--- config.mk ---
export PLATFORM = sky130hd
export DESIGN_NAME = glitch_param_seq
export DESIGN_NICKNAME = d
export VERILOG_FILES = /design/src/rtl/gps_pkg.sv /design/src/rtl/gps_remainder.sv /design/src/rtl/gps_sweep.sv /design/src/rtl/glitch_param_seq.sv
export SDC_FILE = /design/constraint.sdc
export NUM_CORES = 2
export LEC_CHECK = 0
export BUFFER_PORTS_ARGS = -buffer_cell sky130_fd_sc_hd__buf_2
export CAP_MARGIN = 0
export CORE_MARGIN = 4
export CORE_UTILIZATION = 64
export CTS_CLUSTER_DIAMETER = 30
export DETAILED_ROUTE_END_ITERATION = 8
export PLACE_DENSITY = 0.83
export SLEW_MARGIN = 20
export SYNTH_ARGS = -nofsm -noshare
export SYNTH_HDL_FRONTEND = slang
export SYNTH_HIERARCHICAL = 1
export SYNTH_SLANG_ARGS = --single-unit
--- constraint.sdc ---
create_clock -name clk -period 6.3 [get_ports clk]
set_input_delay 0.315 -clock clk [delete_from_list [all_inputs] [get_ports clk]]
set_output_delay 0.315 -clock clk [all_outputs]
set_load 0.005 [all_outputs]
--- src/rtl/gps_pkg.sv ---
// Shared definitions for the glitch parameter sequencer.
// Assumes the data path is 32 bits wide, matching the LFSR polynomial.
package gps_pkg;
    localparam int DW = 32;
    localparam logic [DW-1:0] LFSR_TAPS = 32'h8020_0003;

    typedef enum logic {GPS_IDLE, GPS_CALC} gps_state_t;

    // One Galois step of the maximal-length 32-bit LFSR
    function automatic logic [DW-1:0] lfsr_next(input logic [DW-1:0] s);
        return {1'b0, s[DW-1:1]} ^ (s[0] ? LFSR_TAPS : '0);
    endfunction
endpackage

--- src/rtl/gps_remainder.sv ---
// Bit-serial restoring remainder unit: dividend mod divisor in W cycles.
// Assumes start_i is only raised while busy_o is low. A zero divisor yields 0.
module gps_remainder #(
    parameter int W = 32
) (
    input  logic         clk,
    input  logic         rst_n,
    input  logic         start_i,
    input  logic [W-1:0] dividend_i,
    input  logic [W-1:0] divisor_i,
    output logic         busy_o,
    output logic [W-1:0] rem_o
);
    localparam int CW = $clog2(W + 1);

    logic [W-1:0]  rem_q, quo_q, div_q;
    logic [CW-1:0] cnt_q;
    logic          zero_q;
    logic [W:0]    shifted;

    // Partial remainder with the next dividend bit brought in
    always_comb shifted = {rem_q, quo_q[W-1]};

    // Load on start, then one restoring step per cycle
    always_ff @(posedge clk) begin
        if (!rst_n) begin
            rem_q  <= '0;
            quo_q  <= '0;
            div_q  <= '0;
            cnt_q  <= '0;
            zero_q <= 1'b1;
            busy_o <= 1'b0;
        end else if (start_i) begin
            rem_q  <= '0;
            quo_q  <= dividend_i;
            div_q  <= divisor_i;
            zero_q <= (divisor_i == '0);
            cnt_q  <= CW'(W);
            busy_o <= 1'b1;
        end else if (busy_o) begin
            if (shifted >= {1'b0, div_q})
                rem_q <= W'(shifted - {1'b0, div_q});
            else
                rem_q <= shifted[W-1:0];
            quo_q  <= quo_q << 1;
            cnt_q  <= cnt_q - 1'b1;
            busy_o <= (cnt_q != CW'(1));
        end
    end

    // The modulo term is forced to zero for an empty span
    always_comb rem_o = zero_q ? '0 : rem_q;
endmodule

--- src/rtl/gps_sweep.sv ---
// Sweep length register: offers the next sweep length and advances on step_i.
// Assumes the bounds are stable from reset and len_max_i >= len_min_i.
module gps_sweep #(
    parameter int W = 32
) (
    input  logic         clk,
    input  logic         rst_n,
    input  logic [W-1:0] len_min_i,
    input  logic [W-1:0] len_max_i,
    input  logic         step_i,
    output logic [W-1:0] next_o
);
    logic [W-1:0] cur_q;

    // Wrap to the lower bound after the upper bound, otherwise count up
    always_comb next_o = (cur_q == len_max_i) ? len_min_i : cur_q + 1'b1;

    // Starts one below the lower bound so the first length is the bound
    always_ff @(posedge clk) begin
        if (!rst_n)      cur_q <= len_min_i - 1'b1;
        else if (step_i) cur_q <= next_o;
    end
endmodule

--- src/rtl/glitch_param_seq.sv ---
// Glitch parameter sequencer top.
// Picks sweep, knob or random mode from the bounds. Computes one offset/length
// pair per accepted request, with a fixed-latency remainder, and strobes valid_o.
// Assumes the bounds and knob_i are stable while a computation is pending.
module glitch_param_seq #(
    parameter int KW = 12
) (
    input  logic                clk,
    input  logic                rst_n,
    input  logic [31:0]         off_min_i,
    input  logic [31:0]         off_max_i,
    input  logic signed [31:0]  len_min_i,
    input  logic signed [31:0]  len_max_i,
    input  logic [31:0]         seed_i,
    input  logic [KW-1:0]       knob_i,
    input  logic                req_i,
    output logic                cfg_ok_o,
    output logic                valid_o,
    output logic [31:0]         off_o,
    output logic signed [31:0]  len_o
);
    import gps_pkg::*;
    localparam int PW = 2 * DW;
    localparam int NR = 2;            // remainder units: offset, length

    gps_state_t       state_q;
    logic [DW-1:0]    lfsr_q;
    logic             sweep, knob_mode, accept, finish;
    logic [DW-1:0]    off_span, len_span, sweep_len, knob_len;
    logic [DW-1:0]    len_pick;
    logic signed [PW-1:0] knob_prod;
    logic [DW-1:0]    rem_div  [NR];
    logic [DW-1:0]    rem_dsr  [NR];
    logic [DW-1:0]    rem_res  [NR];
    logic [NR-1:0]    rem_busy;

    // Bound checks and implicit mode decode
    always_comb begin
        cfg_ok_o  = (off_max_i >= off_min_i) && (len_max_i >= len_min_i);
        sweep     = (off_min_i == off_max_i) && !len_min_i[DW-1];
        knob_mode = len_min_i[DW-1];
        off_span  = off_max_i - off_min_i;
        len_span  = DW'(len_max_i - len_min_i);
        accept    = (state_q == GPS_IDLE) && req_i && cfg_ok_o;
        finish    = (state_q == GPS_CALC) && (rem_busy == '0);
    end

    // Random words for the two draws: current state and one step on
    always_comb begin
        rem_div[0] = lfsr_q;
        rem_div[1] = lfsr_next(lfsr_q);
        rem_dsr[0] = off_span;
        rem_dsr[1] = len_span;
    end

    // One remainder unit per drawn value
    for (genvar g = 0; g < NR; g++) begin : g_rem
        gps_remainder #(.W(DW)) u_rem (
            .clk       (clk),
            .rst_n     (rst_n),
            .start_i   (accept),
            .dividend_i(rem_div[g]),
            .divisor_i (rem_dsr[g]),
            .busy_o    (rem_busy[g]),
            .rem_o     (rem_res[g])
        );
    end

    gps_sweep #(.W(DW)) u_sweep (
        .clk      (clk),
        .rst_n    (rst_n),
        .len_min_i(len_min_i),
        .len_max_i(len_max_i),
        .step_i   (finish && sweep),
        .next_o   (sweep_len)
    );

    // Knob scaling at double width, unsigned sample times signed bound
    always_comb begin
        knob_prod = $signed({{(PW-KW){1'b0}}, knob_i})
                  * $signed({{DW{len_max_i[DW-1]}}, len_max_i});
        knob_len  = DW'(knob_prod >>> KW);
    end

    // Length source by mode
    always_comb begin
        if (sweep)          len_pick = sweep_len;
        else if (knob_mode) len_pick = knob_len;
        else                len_pick = len_min_i + rem_res[1];
    end

    // Request handling, LFSR advance and result register
    always_ff @(posedge clk) begin
        if (!rst_n) begin
            state_q <= GPS_IDLE;
            lfsr_q  <= (seed_i == '0) ? DW'(1) : seed_i;
            valid_o <= 1'b0;
            off_o   <= '0;
            len_o   <= '0;
        end else begin
            valid_o <= 1'b0;
            case (state_q)
                GPS_IDLE: if (accept) begin
                    lfsr_q  <= lfsr_next(lfsr_next(lfsr_q));
                    state_q <= GPS_CALC;
                end
                GPS_CALC: if (finish) begin
                    off_o   <= off_min_i + rem_res[0];
                    len_o   <= len_pick;
                    valid_o <= 1'b1;
                    state_q <= GPS_IDLE;
                end
                default: state_q <= GPS_IDLE;
            endcase
        end
    end
endmodule

# After elaboration in Yosys (flattened, before gate mapping)
# Cells that the tools add are included.
# classes
n_mux,31
mul,1
addsub,10
eq_ne,7
n_reduce_logical,17
n_bitwise,4
order_cmp,4
# ops
op,count
$mux W32,19
$sub A32 B32 Y32,4
$logic_not A32 Y1,3
$ge A33 B32 Y1,2
$add A32 B32 Y32,2
$eq A32 B32 Y1,2
$ge A32 B32 Y1,2
$xor A31 B32 Y32,2
$mul A13 B32 Y44,1
$add A32 B1 Y32 const B,1
$sub A32 B1 Y32 const B,1
$mux W6,4
$ne A6 B1 Y1 const B,2
$sub A6 B1 Y6 const B,2
$mux W1,7
$logic_and A1 B1 Y1,6
$reduce_and A2 Y1,3
$ne A2 B1 Y1 const B,2
$reduce_bool A2 Y1,2
$logic_not A2 Y1,1
$ne A2 B2 Y1 const B,1
$not A1 Y1,2
$pmux W1 S2,1
$reduce_or A2 Y1,1
$logic_not A1 Y1,1
# word_totals
out_inout_bits,66
register_bits,338

# Logic depth before layout (Yosys ltp)
# logic_depth
depth_word,7
mapped_depth,23
depth_no_buf,22

# Hierarchy
# The synthesis kept the hierarchy.
# modules_own_cells
mod,area_each_um2,seq_area_each_um2,cells_each,n_inst
glitch_param_seq,23832.9,2282.2,2888,1
gps_remainder (g_rem[0].u_rem),6707.7,2082.0,838,1
gps_remainder (g_rem[1].u_rem),6678.9,2082.0,831,1
gps_sweep,4021.4,960.9,481,1

# Least setup slack after synthesis
# No wires, ideal clock.
# synth_timing
path_kind,input to register
startpoint,input port len_max_i[24]
endpoint,register len_o[26]
setup_time_ns,0.136
stages,21
arrival_ns,5.539
path_slack_ns,0.625
path_buffers,1
path_cell_list,clkbuf_1 -> and2_1 -> fa_1 -> inv_1 -> fa_1 -> inv_1 -> fa_1 -> fa_1 -> inv_1 -> fa_1 -> inv_1 -> ha_1 -> a21o_1 -> a21o_1 -> a211o_1 -> or4_1 -> o21ai_2 -> nand2_1 -> a31oi_1 -> xor2_1 -> a31oi_1
# synth_between
elab_chain_cells,3
# synth_rtl
item,line_no,source
start: declaration,glitch_param_seq.sv:13,"input logic signed [31:0] len_max_i,"
$mul A13 B32 Y44 / $eq A32 B32 Y1 (equally long branches),"glitch_param_seq.sv:81, gps_sweep.sv:16",
"$mux W32, on equally long branches","glitch_param_seq.sv:88, gps_sweep.sv:16",
$mux W32 (*),glitch_param_seq.sv:87,if (sweep) len_pick = sweep_len;
end signal: assignment,glitch_param_seq.sv:109,len_o <= len_pick;
end: declaration,glitch_param_seq.sv:20,output logic signed [31:0] len_o
# Mark *: on every way between the ends. The rest lies on a longest branch, timed or not.
# A chain may end at the register's enable or synchronous reset.

# Worst setup path after layout
# layout_timing
startpoint,input port knob_i[3]
endpoint,register len_o[27]
# layout_between
elab_chain_cells,3
# layout_rtl
item,line_no,source
start: declaration,glitch_param_seq.sv:15,"input logic [KW-1:0] knob_i,"
$mul A13 B32 Y44,glitch_param_seq.sv:81,"* $signed({{DW{len_max_i[DW-1]}}, len_max_i});"
$mux W32,glitch_param_seq.sv:88,else if (knob_mode) len_pick = knob_len;
$mux W32,glitch_param_seq.sv:87,
# No other way between the ends.

==> results.toml <==
[clock_network]
clk_latency_ps = 640
cts_sinks = 338
cts_tree = "built"
numCtsBuffers = 76
clk_path_buf_depth = 3
clkTransAtPathRegs_ps = 60
cts_root_buf = "clkbuf_16"
cts-htree-levels = 3

[yosys]
yosys_warnings = 6
synthMuxAreaShare = 0.0493
synthMostInstantiatedCell = "inv_1"
synth_enable_flop_cells = 64
synth_top_family_by_area = "adder cells"
syn_area_mm2 = 0.0412
synth-seq-cells = 338
synth_xor_area_frac = 0.0514
synth_cell_types = 115
async_reset_ff_frac = 0
synth_compound_area_frac = 0.177
synthSimpleGateAreaFrac = 0.204
synth_area_leaders = "fa_1, dfxtp_1, ha_1, inv_1, nand2_1"
synth_fp_nets = 5841
synthAdderAreaFrac = 0.252
netlist.area_leader.share = 0.165
ys_seq_area_frac = 0.180
synth_common_cells = "inv_1, nand2_1, fa_1"
syn_area_per_cell_um2 = 8.19
synth_area_leader_cell = "fa_1"
synth-main-ff-cell = "dfxtp_1"
syn_inst = 5038

[critical_path]
rr_endpoint = "off_o[22]"
crit_path_start = "knob_i[3]"
reg2reg_depth = 15
cp.arrival_ps = 6310
worstSetupPathType = "primary input to flip-flop"
critical_path.max_fanout = 28
r2r_start = "g_rem[0].u_rem/zero_q"
critPathLaunchType = "primary input"
r2r_setup_slack_ps = 2290
end_kind = "flip-flop"
cp.required_ps = 6810

[global_route]
grt_max_degree = 126
grt_util_all_layers = 0.381
grt_pass1_vias = 37966
gr-total-overflow = 0
grt_pass1_wl_mm = 206
antenna_found_initial = 10

[hold_path]
min_to = "lfsr_q[27]"
worst_hold_path_type = "primary input to flip-flop"
worstHoldStart = "seed_i[27]"
holdPathStages = 2

[floorplanning]
die_x_um = 262
ioPinCount = 241
fp.dieH_um = 262
rows = 92
die-area_mm2 = 0.0686
initial_utilization = 0.650
core_mm2 = 0.0634

[power]
netSwitchingFraction = 0.490
combPwrFrac = 0.661
p_int_mw = 10.0
peakVddDrop_v = 0.000567
power_frac_seq = 0.133
p_leak_nw = 20.7
switchingPower_mw = 9.64
p_per_area_mw_per_mm2 = 430
p_clk_frac = 0.207

[place]
dp_hpwl_mm = 101
io_buffers = 240
pre_cts_ws_ps = -21.7
place_area_mm2 = 0.0429
routabilityCongestion = 1.02

[timing]
min_period_ps = 5800
layout_setup_ws_ps = 499
finalSetupViolCount = 0
fin_crit_sh = 0.921
clock.fmax_ghz = 0.172
drv_slew = 0
rsz0062_at_grt = "false"
hold_viol_final = 0
slew_headroom = 0.247
finalClockSkew_ps = 46.3
worstMarginPinSlew_ps = 1130

[route]
via_count = 38521
drt-total-wl_mm = 133
routedWlPerCell_um = 21.8
first_pass_iters = 9
route.detailed.drc = 25
antenna_left = 0
viasPerCell = 6.32
drt_iter0_markers = 4031

[outcome]
violations = "design-rule violations"
status = "complete, but fails checks"

[flow_run]
cap_violations = 0

[layout]
final_nets = 5980
fillers = 4835
drive_above_1_share = 0.109
area_delta_synth_final_pct = 10.9
final_area_mm2 = 0.0457
## per-stage QoR
stage	instances	total power [mW]	util	hold WS (ps)	setup TNS, ps
floorplan	5038	11.6	-	442	0
global placement	5932	14.9	0.677	434	0
detailed placement	5932	15.1	0.677	442	-21.7
CTS	6083	19.3	0.721	0.942	0
global route	6087	21.1	0.721	18.3	0
finish	6092	19.7	0.721	25.0	0
## flip-flops by register name, indices dropped and copies added (netlist names)
name and flops:
g_rem.u_rem/div_q 64, g_rem.u_rem/quo_q 64, g_rem.u_rem/rem_q 64, len_o 32, lfsr_q 32, off_o 32
u_sweep/cur_q 32, g_rem.u_rem/cnt_q 12, g_rem.u_rem/busy_o 2, g_rem.u_rem/zero_q 2, state_q 1, valid_o 1
## what timing repair did
action                                 CTS  global route
setup endpoints to repair                0             0
resized for setup                        0             0
hold buffers                            12             0
setup buffers                            0             0
endpoints found under the hold margin   12             0
## area by class of cell
class / instances / area (um^2) / share of cell area
antenna: 8 / 20.0 / 0.000438
clock buffer: 92 / 2010 / 0.0440
clock inverter: 47 / 629 / 0.0138
inverter: 644 / 2420 / 0.0528
multi-input combinational: 3795 / 30300 / 0.662
sequential: 338 / 7420 / 0.162
tap: 846 / 1060 / 0.0231
timing repair buffer: 322 / 1890 / 0.0414
## logic make-up (layout without fill, tap and decap cells)
| group | Yosys count | count (layout) |
|---|---|---|
| compound gates | 1092 | 1092 |
| xor+xnor | 242 | 242 |
| fa+ha+maj | 628 | 628 |
| buf+inv | 905 | 1105 |
| flops | 338 | 338 |
| mux | 196 | 196 |
| other cells | 0 | 8 |
| simple gates | 1637 | 1637 |
## critical path, cell delays in order
cell,delay (ps)
buf_2,280
buf_4,240
and2_1,150
fa_1,550
inv_1,60
fa_1,530
inv_1,50
fa_1,520
fa_1,440
fa_1,490
ha_1,310
nand2_1,80
nor4_1,370
and3_1,350
o21ai_1,140
a31oi_1,390
o21ai_1,180
o211ai_1,340
xnor2_1,180
o22ai_1,100
a22o_1,230
## layout by cell type (no fill, tap or decap), drive strengths merged, types with 24 or more instances in the layout
cell    synthesis  routed
a211oi         57      57
a21o          103     103
a21oi         245     245
a31oi          82      82
and2          303     303
and3           39      39
buf            53     309
clkbuf        208      93
dfxtp         274     274
edfxtp         64      64
fa            340     340
ha            288     288
inv           643     661
mux2           56      56
mux2i         140     140
nand2         551     551
nand2b         44      44
nand3          81      81
nand4          65      65
nor2          179     179
nor2b         158     158
nor3           74      74
nor4           56      56
o211ai         35      35
o21a           43      43
o21ai         273     273
or3            24      24
xnor2         137     137
xor2          105     105
## routing by layer
| metal | vias to the layer above | share of wire | GRT usage |
|---|---|---|---|
| met5 | - | 0.00039 | 0 |
| met4 | 8 | 0.057 | 0.184 |
| met3 | 526 | 0.11 | 0.0948 |
| met2 | 2186 | 0.45 | 0.601 |
| met1 | 18399 | 0.38 | 0.493 |
| li1 | 17402 | - | - |
## power by group through the flow
stage | combinational, mW | sequential, mW | clock (mW)
final | 13.0 | 2.61 | 4.07
after global routing | 14.2 | 2.62 | 4.21
after CTS | 12.6 | 2.60 | 4.09
after detailed placement | 12.5 | 2.63 | 0
after global placement | 12.3 | 2.63 | 0
after floorplan | 9.05 | 2.54 | 0
## worst max-delay path by stage
stage / endpoint / slack (ps) / depth (start not counted)
4_1_cts: len_o[27] / 620 / 22
6_report: len_o[27] / 500 / 21
2_1_floorplan: len_o[26] / 620 / 21
5_1_grt: len_o[29] / 290 / 22
3_5_place_dp: len_o[27] / -20 / 22
3_3_place_gp: len_o[27] / 130 / 22
Power figures use the tool's default switching activity.
